**src/rtl/wdog_pkg.sv**
```systemverilog
package wdog_pkg;
  localparam int REG_W  = 16;
  localparam int ADDR_W = 3;
  localparam int TMO_W  = 8;
  localparam int TMO_LSB = 8;
  localparam int BIT_RSTEN = 3;
  localparam int BIT_EN    = 2;
  localparam int BIT_SUSP  = 0;
  localparam int BIT_TOUT  = 1;

  localparam logic [ADDR_W-1:0] OFS_CTRL = 3'h0;
  localparam logic [ADDR_W-1:0] OFS_SVC  = 3'h2;
  localparam logic [ADDR_W-1:0] OFS_STAT = 3'h4;

  localparam logic [REG_W-1:0] KEY_ARM  = 16'h5555;
  localparam logic [REG_W-1:0] KEY_FIRE = 16'hAAAA;

  function automatic logic [REG_W-1:0] pack_ctrl(input logic [TMO_W-1:0] tmo,
                                                 input logic rsten, input logic en,
                                                 input logic susp);
    logic [REG_W-1:0] v;
    v = '0;
    v[TMO_LSB +: TMO_W] = tmo;
    v[BIT_RSTEN] = rsten;
    v[BIT_EN]    = en;
    v[BIT_SUSP]  = susp;
    return v;
  endfunction

  function automatic logic [REG_W-1:0] pack_stat(input logic tout);
    logic [REG_W-1:0] v;
    v = '0;
    v[BIT_TOUT] = tout;
    return v;
  endfunction
endpackage

```
**src/rtl/wdog_keyseq.sv**
```systemverilog
module wdog_keyseq
  import wdog_pkg::*;
(
  input  logic             clk,
  input  logic             rst_n,
  input  logic             svc_wr,
  input  logic [REG_W-1:0] svc_data,
  output logic             reload
);
  logic armed_q;

  assign reload = svc_wr && armed_q && (svc_data == KEY_FIRE);

  always_ff @(posedge clk or negedge rst_n) begin
    if (!rst_n)      armed_q <= 1'b0;
    else if (svc_wr) armed_q <= (svc_data == KEY_ARM);
  end
endmodule

```
**src/rtl/wdog_counter.sv**
```systemverilog
module wdog_counter #(
  parameter int W = 8
) (
  input  logic         clk,
  input  logic         rst_n,
  input  logic         load,
  input  logic [W-1:0] load_val,
  input  logic         run,
  input  logic         tick,
  input  logic         hold,
  output logic [W-1:0] cnt,
  output logic         expire
);
  logic step;

  assign step   = run && tick && !hold && !load;
  assign expire = step && (cnt == '0);

  always_ff @(posedge clk or negedge rst_n) begin
    if (!rst_n)                  cnt <= '0;
    else if (load)               cnt <= load_val;
    else if (step && cnt != '0)  cnt <= cnt - 1'b1;
  end
endmodule

```
**src/rtl/wdog_svc_timer.sv**
```systemverilog
module wdog_svc_timer
  import wdog_pkg::*;
(
  input  logic              clk,
  input  logic              por_n,
  input  logic              rst_n,
  input  logic              reg_wr,
  input  logic [ADDR_W-1:0] reg_addr,
  input  logic [REG_W-1:0]  reg_wdata,
  output logic [REG_W-1:0]  reg_rdata,
  input  logic              tick,
  input  logic              lp_mode,
  output logic              rst_req
);
  logic             blk_rst_n;
  logic             ctrl_wr, svc_wr;
  logic [TMO_W-1:0] tmo_q;
  logic             rsten_q, en_q, susp_q, susp_lock_q;
  logic             tout_q;
  logic             en_rise, svc_reload, cnt_load, expire_evt, req_set;
  logic [TMO_W-1:0] cnt, load_val;

  assign blk_rst_n = rst_n & por_n;
  assign ctrl_wr   = reg_wr && (reg_addr == OFS_CTRL);
  assign svc_wr    = reg_wr && (reg_addr == OFS_SVC);
  assign en_rise   = ctrl_wr && reg_wdata[BIT_EN] && !en_q;
  assign cnt_load  = svc_reload || en_rise;
  assign load_val  = en_rise ? reg_wdata[TMO_LSB +: TMO_W] : tmo_q;
  assign req_set   = expire_evt && !rsten_q;

  always_ff @(posedge clk or negedge blk_rst_n) begin
    if (!blk_rst_n) begin
      tmo_q <= '0; rsten_q <= 1'b0; en_q <= 1'b0;
      susp_q <= 1'b0; susp_lock_q <= 1'b0;
    end else if (ctrl_wr) begin
      tmo_q   <= reg_wdata[TMO_LSB +: TMO_W];
      rsten_q <= reg_wdata[BIT_RSTEN];
      en_q    <= en_q | reg_wdata[BIT_EN];
      if (!susp_lock_q) begin
        susp_q      <= reg_wdata[BIT_SUSP];
        susp_lock_q <= 1'b1;
      end
    end
  end

  always_ff @(posedge clk or negedge blk_rst_n) begin
    if (!blk_rst_n)   rst_req <= 1'b0;
    else if (req_set) rst_req <= 1'b1;
  end

  always_ff @(posedge clk or negedge por_n) begin
    if (!por_n)       tout_q <= 1'b0;
    else if (req_set) tout_q <= 1'b1;
  end

  wdog_keyseq u_keyseq (
    .clk(clk), .rst_n(blk_rst_n), .svc_wr(svc_wr),
    .svc_data(reg_wdata), .reload(svc_reload)
  );

  wdog_counter #(.W(TMO_W)) u_counter (
    .clk(clk), .rst_n(blk_rst_n), .load(cnt_load), .load_val(load_val),
    .run(en_q && !rst_req), .tick(tick), .hold(susp_q && lp_mode),
    .cnt(cnt), .expire(expire_evt)
  );

  always_comb begin
    unique case (reg_addr)
      OFS_CTRL: reg_rdata = pack_ctrl(tmo_q, rsten_q, en_q, susp_q);
      OFS_STAT: reg_rdata = pack_stat(tout_q);
      default:  reg_rdata = '0;
    endcase
  end
endmodule

```
**config.mk**
```make
export PLATFORM = sky130hd
export DESIGN_NAME = wdog_svc_timer
export DESIGN_NICKNAME = d
export VERILOG_FILES = /design/src/rtl/wdog_pkg.sv /design/src/rtl/wdog_keyseq.sv /design/src/rtl/wdog_counter.sv /design/src/rtl/wdog_svc_timer.sv
export SDC_FILE = /design/constraint.sdc
export NUM_CORES = 1
export LEC_CHECK = 0
export ABC_CLOCK_PERIOD_IN_PS = 5600
export BUFFER_PORTS_ARGS = -buffer_cell sky130_fd_sc_hd__buf_2
export CAP_MARGIN = 0
export CORE_ASPECT_RATIO = 1.2
export CORE_MARGIN = 4
export CORE_UTILIZATION = 50
export CTS_CLUSTER_SIZE = 12
export DETAILED_ROUTE_END_ITERATION = 8
export PLACE_DENSITY = 0.77
export SYNTH_ARGS = -nofsm -noshare
export SYNTH_HDL_FRONTEND = slang
export SYNTH_HIERARCHICAL = 1
export SYNTH_SLANG_ARGS = --single-unit
```
**constraint.sdc**
```tcl
create_clock -name clk -period 5.6 [get_ports clk]
set_clock_uncertainty 0.15 [all_clocks]
set_input_delay 0.28 -clock clk [delete_from_list [all_inputs] [get_ports clk]]
set_output_delay 0.28 -clock clk [all_outputs]
set_load 0.02 [all_outputs]
```
==> flow_summary_export.csv, run 1 <==
group,metric,value,unit
clocking,numCtsBuffers,3,
cells_and_area,instances_no_fill,213,
floorplan,initial_core_util,0.531,
yosys,yosys.area.top_type,"dfrtp_1",
setup_path,endpoint_kind,"flop",
clocking,root_buffer,"clkbuf_4",
yosys,synth_area_per_cell,10.7,um^2
routing,drt_iter0_drc,45,
global_routing,grt_max_degree,23,
global_routing,grt_usage,0.170,
yosys,ys_seq_area_frac,0.379,
floorplan,fp.dieArea,3990,um^2
timing,drv_slew,0,
place,place_area,1710,um^2
routing,vias_per_cell,5.57,
cells_and_area,post-route-util,0.610,
cells_and_area,postLayoutCellArea,1750,um^2
timing,fmax,420,MHz
place,io_buffers,37,
clocking,clk_pin_slew,0.13,ns
yosys,synth_flop_cell,"dfrtp_1",
pwr,p_leak,0.820,nW
timing,finalCritPeriodShare,0.425,
yosys,synth_cells,142,
pwr,vdd_drop_max,0.239,mV
place,gp_congestion,0.769,
yosys,postSynth.asyncResetShare,1.00,
clocking,cts.sinks,23,
clocking,cts_tree,"yes",
routing,wirelength,3.12,mm
place,dp.cells,208,
routing,num_vias,1187,
cells_and_area,fin_nets,206,
floorplan,chipWidth,58.3,um
global_routing,grt_pass1_vias,1175,
yosys,ys_ff_latch,23,
run,maxCapViolCount,0,
setup_path,crit_fanout,19,
floorplan,die_h,68.4,um
clocking,postCtsSetupBuffers,0,
timing,layout_min_cycle_time,2.38,ns
timing,finalSetupTns,0,ns
yosys,synth-edff-count,0,
global_routing,antenna_found_initial,0,
place,place.detailed.hpwl,2.47,mm
run_status,outcome,"finished, final reports clean",
setup_path,start_kind,"input port",
setup_path,cp-startpoint,"reg_addr[1]",
routing,drcViolationCount,0,
timing,tightest_slew,1.00,ns
place,preCtsSetupSlack,2.91,ns
cells_and_area,syn2layout_area_growth,14.9,%
setup_path,crit_arrival,2.44,ns
cells_and_area,drive_gt1_frac,0.385,
setup_path,crit-reg2reg-launch,"u_keyseq/armed_q",
yosys,ys.warnings.count,6,
timing,hold_viol_final,0,
clocking,clockBufferDepth,2,
floorplan,io_pins,42,
yosys,synth.top_cell.area_share,0.379,
clocking,worstSkewPairLatency,0.32,ns
setup_path,crit_required,5.66,ns
routing,final_antenna_net_count,0,
global_routing,gr-total-overflow,0,
pwr,power.density,330,nW/um^2
clocking,htree_num_levels,1,
timing,max_slew_margin,0.326,
cells_and_area,antenna_cells,0,
timing,setup_viol,0,
routing,routedWlPerCell,14.6,um
setup_path,critPathKind,"input port to flop",
yosys,synth_area,1520,um^2
yosys,ys_top_cells_by_area,"dfrtp_1 (38%), mux2_2 (13%), and2_1 (5.3%)",
floorplan,core,2860,um^2
yosys,synth_cell_types,47,
timing,rsz0062_at_grt,"false",
min_path,hold_path_class,"input port to asynchronous set/reset pin",
global_routing,grt_pass1_wl,5.18,mm
routing,dr.pass1.iters,4,
timing,fin_ws,3.22,ns
floorplan,row_count,21,
routing by layer:
layer,track usage,vias to the layer above,part of all wire
met5,0,-,0
met4,0.0609,0,0.013
met3,0.0113,4,0.039
met2,0.318,27,0.54
met1,0.204,571,0.41
li1,-,585,-
state kept, by name, summed over array words and instances (netlist names):
| register | cells |
|---|---|
| u_keyseq/armed_q | 1 |
| susp_q | 1 |
| tmo_q | 8 |
| rst_req | 1 |
| tout_q | 1 |
| en_q | 1 |
| u_counter/cnt | 8 |
| rsten_q | 1 |
| susp_lock_q | 1 |
per-stage QoR:
stage,hold WS (ns),power (mW)
final,0.0461,0.577
after global routing,0.0705,0.621
after CTS,0.0696,0.580
after detailed placement,-0.0895,0.501
after global placement,-0.0913,0.493
after floorplan,-0.166,0.442
worst max-delay path, cell delays in order:
cell      delay [ns]
buf_2           0.13
nor4b_4         0.76
nand3b_4        0.23
nand2b_1        0.55
nor3_1          0.14
a221o_1         0.35
repair_timing:
item | CTS | global route
endpoints found under the setup margin | 0 | 0
hold buffers | 1 | 0
hold endpoints to repair | 1 | 0
resized for setup | 0 | 0
layout by cell type, fill, tap and decap left out, drive strengths merged, types with 2 or more instances in the layout:
cell and instances:
nand2 7, nor4bb 3, and2 13, mux2 18, nor3b 2, nor2b 5, a2111oi 2, nor4 3
inv 6, a21o 2, clkbuf 4, nand3 3, conb 4, a21oi 4, and2b 2, o31ai 2
nor2 2, nand2b 5, nand3b 2, nor4b 4, nor3 6, buf 37, o21ai 3, dfrtp 23
synthesized netlist by cell type (2+ instances only):
library cell / number
dfrtp_1: 23
a21o_1: 2
nor4b_2: 2
nor4bb_1: 3
o21ai_0: 2
nand2_1: 7
clkbuf_1: 3
o31ai_1: 2
and2_1: 13
nor2b_1: 5
nor3_1: 5
nand3b_4: 2
nand3_1: 3
mux2_2: 18
nor3b_1: 2
inv_1: 6
nor4_1: 2
nor2_1: 2
buf_4: 5
a21oi_1: 4
nand2b_1: 5
final timing paths:
path | to | slack (ns) | cells past startpoint
min in group clk | rsten_q | 0.07 | 2
max in group asynchronous | tmo_q[3] | 4.10 | 3
setup / recovery | u_counter/cnt[4] | 3.22 | 6
setup reg to reg | u_counter/cnt[4] | 3.55 | 5
hold reg to reg | susp_lock_q | 0.35 | 1
hold / removal | rst_req | 0.05 | 2
cells by family (layout without fill, tap and decap cells):
group,Yosys count,count (layout),synth area share
other cells,1,4,0.00247
fa+ha+maj,1,1,0.00823
xor+xnor,1,1,0.00576
buf+inv,14,48,0.0469
simple gates,64,64,0.320
flops,23,23,0.379
compound gates,19,19,0.0979
mux,19,19,0.140
report_power, final:
group          switching, mW  total (mW)  internal, mW
combinational          0.110       0.219         0.109
clock                 0.0515      0.0794        0.0279
sequential            0.0595       0.279         0.220
total                  0.221       0.577         0.356
final cells by class:
cell class / count / area [um^2]
sequential: 23 / 576
inverter: 6 / 22.5
fill: 232 / 1120
timing repair buffer: 38 / 195
clock buffer: 4 / 26.3
tap: 34 / 42.5
multi-input combinational: 108 / 885
Power figures use the tool's default switching activity.
==> run 2, diff against run 1 <==
--- a/config.mk
+++ b/config.mk
@@ -5,15 +5,15 @@
 export SDC_FILE = /design/constraint.sdc
 export NUM_CORES = 1
 export LEC_CHECK = 0
-export ABC_CLOCK_PERIOD_IN_PS = 5600
+export ABC_CLOCK_PERIOD_IN_PS = 2150
 export BUFFER_PORTS_ARGS = -buffer_cell sky130_fd_sc_hd__buf_2
 export CAP_MARGIN = 0
 export CORE_ASPECT_RATIO = 1.2
 export CORE_MARGIN = 4
-export CORE_UTILIZATION = 50
+export CORE_UTILIZATION = 47
 export CTS_CLUSTER_SIZE = 12
 export DETAILED_ROUTE_END_ITERATION = 8
-export PLACE_DENSITY = 0.77
+export PLACE_DENSITY = 0.76
 export SYNTH_ARGS = -nofsm -noshare
 export SYNTH_HDL_FRONTEND = slang
 export SYNTH_HIERARCHICAL = 1
==> constraint.sdc (replaced) <==
create_clock -name clk -period 2.15 [get_ports clk]
set_clock_uncertainty 0.15 [all_clocks]
set_input_delay 0.1075 -clock clk [delete_from_list [all_inputs] [get_ports clk]]
set_output_delay 0.1075 -clock clk [all_outputs]
set_load 0.02 [all_outputs]
==> run 2 against run 1 <==
Die area rose by 5.6%. Clock power up 150%. Cell area up 13%. Core utilization increased by 3.0 points. Cell count up 10%. Global-route usage is 0.91 points higher. Critical path depth increased by 1. Sequential cell count is the same. Highest routed layer unchanged. First-iteration DRC count stayed put. Routed wire length is 15% higher. Critical path type unchanged.
==> flow_summary_export.csv, run 2 (synthesis gave the netlist of run 1 again) <==
group,metric,value,unit
routing,final_antenna_net_count,0,
clocking,numCtsBuffers,3,
timing,drv_slew,0,
floorplan,chipWidth,59.9,um
pwr,vdd_drop_max,0.417,mV
setup_path,critical_path.top_delay_family,"simple AND/OR/NAND/NOR gates",
place,preCtsSetupSlack,0.0780,ns
global_routing,grt_usage,0.179,
timing,fin_ws,0.133,ns
floorplan,row_count,22,
run,maxCapViolCount,0,
clocking,cts_tree,"yes",
place,io_buffers,37,
global_routing,grt_max_degree,23,
global_routing,antenna_found_initial,0,
setup_path,endpoint_kind,"flop",
setup_path,crit_required,2.20,ns
cells_and_area,drive_gt1_frac,0.382,
setup_path,critPathKind,"input port to flop",
timing,finalSetupTns,0,ns
cells_and_area,postLayoutCellArea,1970,um^2
pwr,p_leak,0.945,nW
cells_and_area,reg_top3,"tmo_q (8), u_counter/cnt (8)",
cells_and_area,final_common_cell,"buf_2",
place,place.detailed.hpwl,2.65,mm
clocking,htree_num_levels,1,
pwr,total_power,1.54,mW
run_status,outcome,"finished, final reports clean",
clocking,cts.sinks,23,
routing,drt_iter0_drc,45,
setup_path,crit_arrival,2.07,ns
routing,num_vias,1308,
routing,vias_per_cell,5.57,
timing,setup_viol,0,
min_path,hold_path_class,"input port to flop",
clocking,clockBufferDepth,2,
setup_path,worst_path_max_delay_cell,"dlygate4sd3_1",
routing,routedWlPerCell,15.3,um
setup_path,start_kind,"input port",
clocking,clk_pin_slew,0.12,ns
global_routing,grt_pass1_vias,1332,
routing,dr.pass1.iters,4,
floorplan,die_h,70.3,um
routing,drcViolationCount,0,
timing,hold_slack,0.0603,ns
floorplan,initial_core_util,0.493,
timing,hold_viol_final,0,
global_routing,grt_pass1_wl,5.93,mm
routing,wirelength,3.59,mm
place,place_area,1770,um^2
setup_path,crit_fanout,7,
timing,finalCritPeriodShare,0.938,
clocking,worstSkewPairLatency,0.30,ns
setup_path,path_cells,"dlygate4sd3_1 > buf_2 > or4bb_1 > nor4_2 > nand2b_4 > nor3_2 > a221o_1",
timing,max_slew_margin,0.649,
floorplan,core,3080,um^2
place,gp_congestion,0.826,
timing,layout_min_cycle_time,2.02,ns
setup_path,critical_path.max_stage_delay,0.51,ns
cells_and_area,antenna_cells,0,
cells_and_area,syn2layout_area_growth,29.8,%
setup_path,cp_num_buf_inv,2,
cells_and_area,instances_no_fill,235,
floorplan,fp.dieArea,4210,um^2
place,dp.cells,217,
cells_and_area,layout.cells.most_common_list,"buf_2 (34), dfrtp_1 (23), mux2_2 (18)",
timing,tightest_slew,0.522,ns
timing,fmax,496,MHz
global_routing,gr-total-overflow,0,
pwr,power.density,781,nW/um^2
floorplan,io_pins,42,
clocking,root_buffer,"clkbuf_4",
cells_and_area,fin_nets,226,
cells_and_area,post-route-util,0.640,
## run 2: cell types whose count changed in the layout (fill, tap and decap cells not counted), moves of 3 or more
cell and delta:
buf_2 -3, buf_4 +6, dlygate4sd3_1 +13, dlymetal6s4s_1 +3
## run 2: worst paths after layout
path,from,end,slack (ns),depth (start not counted)
worst max-delay path,reg_wdata[13],u_counter/cnt[4],0.13,7
worst min-delay path,reg_wdata[4],u_keyseq/armed_q,0.06,4
worst max register to register,en_q,u_counter/cnt[3],0.21,5
worst min register to register,susp_lock_q,susp_lock_q,0.33,1
max in group asynchronous,por_n,tout_q,1.27,3
min in group asynchronous,rst_n,rst_req,0.25,4
## run 2: final cells by class
type                            instances  area [um^2]
Fill cell                             253         1110
Multi-Input combinational cell        108          900
Sequential cell                        23          576
Timing Repair Buffer                   58          404
Tap cell                               36         45.0
Clock buffer                            4         26.3
Inverter                                6         22.5
## run 2: tightest hold or removal path: cells and delay by family
kind / cells / cell delay, ns
AOI/OAI and AO/OA: 1 / 0.07
buffers and inverters: 1 / 0.11
and+or+nand+nor: 2 / 0.20
## run 2: report_power, final
part           internal, mW  switching (mW)
combinational         0.310           0.303
sequential            0.572           0.161
clock                0.0724           0.123
## run 2: metal layers
| layer | track usage | up-vias | routed length (um) |
|---|---|---|---|
| met5 | 0 | - | 0 |
| met4 | 0.0591 | 0 | 54 |
| met3 | 0.0259 | 6 | 135 |
| met2 | 0.311 | 42 | 1970 |
| met1 | 0.220 | 634 | 1430 |
| li1 | - | 626 | - |
## run 2: what timing repair did
item                                   in CTS  in global routing
endpoints found under the hold margin      35                  0
hold buffers                               17                  0
setup endpoints to repair                   0                  9
resized for setup                           0                  8
buffers inserted                            0                  0
==> run 3, diff against run 2 <==
--- a/config.mk
+++ b/config.mk
@@ -13,6 +13,7 @@
 export CORE_UTILIZATION = 47
 export CTS_CLUSTER_SIZE = 12
 export DETAILED_ROUTE_END_ITERATION = 8
+export MAX_ROUTING_LAYER = met4
 export PLACE_DENSITY = 0.76
 export SYNTH_ARGS = -nofsm -noshare
 export SYNTH_HDL_FRONTEND = slang
==> run 3 against run 2 <==
Cell count unchanged. Hold slack worse by 0.0032 ns. Global-route usage up 0.48 points. Count of clock-buffer cells in the layout unchanged. Critical endpoint unchanged. Highest routed layer unchanged.
==> flow_summary_export.csv, run 3 (synthesis gave the netlist of run 1 again) <==
group,metric,value,unit
min_path,hold_path_class,"input port to flop",
timing,hold_slack,0.0571,ns
timing,drv_slew,0,
cells_and_area,layout.cells.most_common_list,"buf_2 (34), dfrtp_1 (23), mux2_2 (18)",
timing,max_slew_margin,0.651,
pwr,p_leak,0.945,nW
floorplan,chipWidth,59.9,um
pwr,vdd_drop_max,0.419,mV
clocking,clockBufferDepth,2,
place,io_buffers,37,
pwr,intPower,954,uW
pwr,p_switching,589,uW
clocking,clk_pin_slew,0.12,ns
clocking,cts.sinks,23,
clocking,postCtsSetupBuffers,0,
global_routing,use_met2,0.311,
global_routing,grt_usage,0.184,
place,place.detailed.hpwl,2.65,mm
cells_and_area,final_common_cell,"buf_2",
pwr,power.density,782,nW/um^2
routing,vias_per_cell,5.52,
floorplan,row_count,22,
cells_and_area,syn2layout_area_growth,29.8,%
routing,dr.pass1.iters,5,
setup_path,crit_required,2.20,ns
clocking,htree_num_levels,1,
clocking,worstSkewPairLatency,0.30,ns
routing,drt_iter0_drc,45,
timing,layout_min_cycle_time,2.02,ns
routing,drcViolationCount,0,
setup_path,crit_fanout,7,
cells_and_area,fin_nets,226,
routing,wirelength,3.60,mm
floorplan,io_pins,42,
timing,finalSetupTns,0,ns
timing,finalCritPeriodShare,0.941,
global_routing,grtUsageMet3,0.0240,
pwr,seq_power_share,0.476,
cells_and_area,reg_top3,"tmo_q (8), u_counter/cnt (8)",
pwr,clkPwrFrac,0.127,
routing,final_antenna_net_count,0,
global_routing,grt_pass1_vias,1327,
place,gp_congestion,0.838,
clocking,cts_tree,"yes",
setup_path,crit_arrival,2.07,ns
timing,hold_viol_final,0,
pwr,pwr-share-comb,0.398,
setup_path,endpoint_kind,"flop",
cells_and_area,antenna_cells,0,
timing,setup_viol,0,
cells_and_area,drive_gt1_frac,0.382,
floorplan,core,3080,um^2
pwr,swShare,0.382,
clocking,numCtsBuffers,3,
floorplan,fp.dieArea,4210,um^2
cells_and_area,post-route-util,0.640,
place,place_area,1770,um^2
floorplan,initial_core_util,0.493,
clocking,root_buffer,"clkbuf_4",
timing,tightest_slew,0.519,ns
global_routing,grt_pass1_wl,5.95,mm
floorplan,die_h,70.3,um
global_routing,busiest_layer,"met2",
timing,fmax,494,MHz
routing,num_vias,1297,
global_routing,grt_max_degree,23,
routing,routedWlPerCell,15.3,um
setup_path,critPathKind,"input port to flop",
global_routing,gr-total-overflow,0,
global_routing,antenna_found_initial,0,
cells_and_area,postLayoutCellArea,1970,um^2
run_status,outcome,"finished, final reports clean",
run,maxCapViolCount,0,
global_routing,use_met1,0.221,
setup_path,start_kind,"input port",
-- run 3: layout make-up --
class / instances / area (um^2)
clock buffer: 4 / 26.3
timing repair buffer: 58 / 404
fill: 253 / 1110
inverter: 6 / 22.5
multi-input combinational: 108 / 900
sequential: 23 / 576
tap: 36 / 45.0
-- run 3: timing repair --
item	4_1_cts	5_1_grt
hold buffers	17	0
resized for setup	0	8
endpoints found under the hold margin	35	0
setup endpoints to repair	0	9
-- run 3: worst max-delay path: stages --
cell           delay [ns]
dlygate4sd3_1        0.51
buf_2                0.13
or4bb_1              0.42
nor4_2               0.30
nand2b_4             0.23
nor3_2               0.07
a221o_1              0.30
-- run 3: per-stage QoR --
stage | setup slack [ns] | std cells | total power, mW
2_1_floorplan | 0.0577 | 145 | 1.15
3_3_place_gp | 0.120 | 217 | 1.29
3_5_place_dp | 0.0780 | 217 | 1.32
4_1_cts | 0.0330 | 238 | 1.54
5_1_grt | -0.00391 | 235 | 1.66
6_report | 0.127 | 235 | 1.54
-- run 3: routing by layer --
| metal | vias to the layer above | wire (um) |
|---|---|---|
| met5 | - | 0 |
| met1 | 632 | 1490 |
| met4 | 0 | 54 |
| li1 | 625 | - |
| met3 | 6 | 107 |
| met2 | 34 | 1950 |
-- run 3: worst paths after layout --
kind | cells past startpoint | to | startpoint | slack [ns]
max in group asynchronous | 3 | tout_q | por_n | 1.27
hold reg to reg | 1 | susp_lock_q | susp_lock_q | 0.33
min in group asynchronous | 4 | rst_req | rst_n | 0.25
setup / recovery | 7 | u_counter/cnt[4] | reg_wdata[13] | 0.13
setup reg to reg | 5 | u_counter/cnt[3] | en_q | 0.21
hold / removal | 4 | u_keyseq/armed_q | reg_wdata[4] | 0.06
-- run 3: power groups by stage --
stage                     clock [mW]  combinational (mW)  sequential [mW]
after floorplan                    0               0.441            0.710
after global placement             0               0.566            0.727
after detailed placement           0               0.576            0.741
after CTS                      0.204               0.603            0.731
after global routing           0.223               0.677            0.756
final                          0.196               0.614            0.734
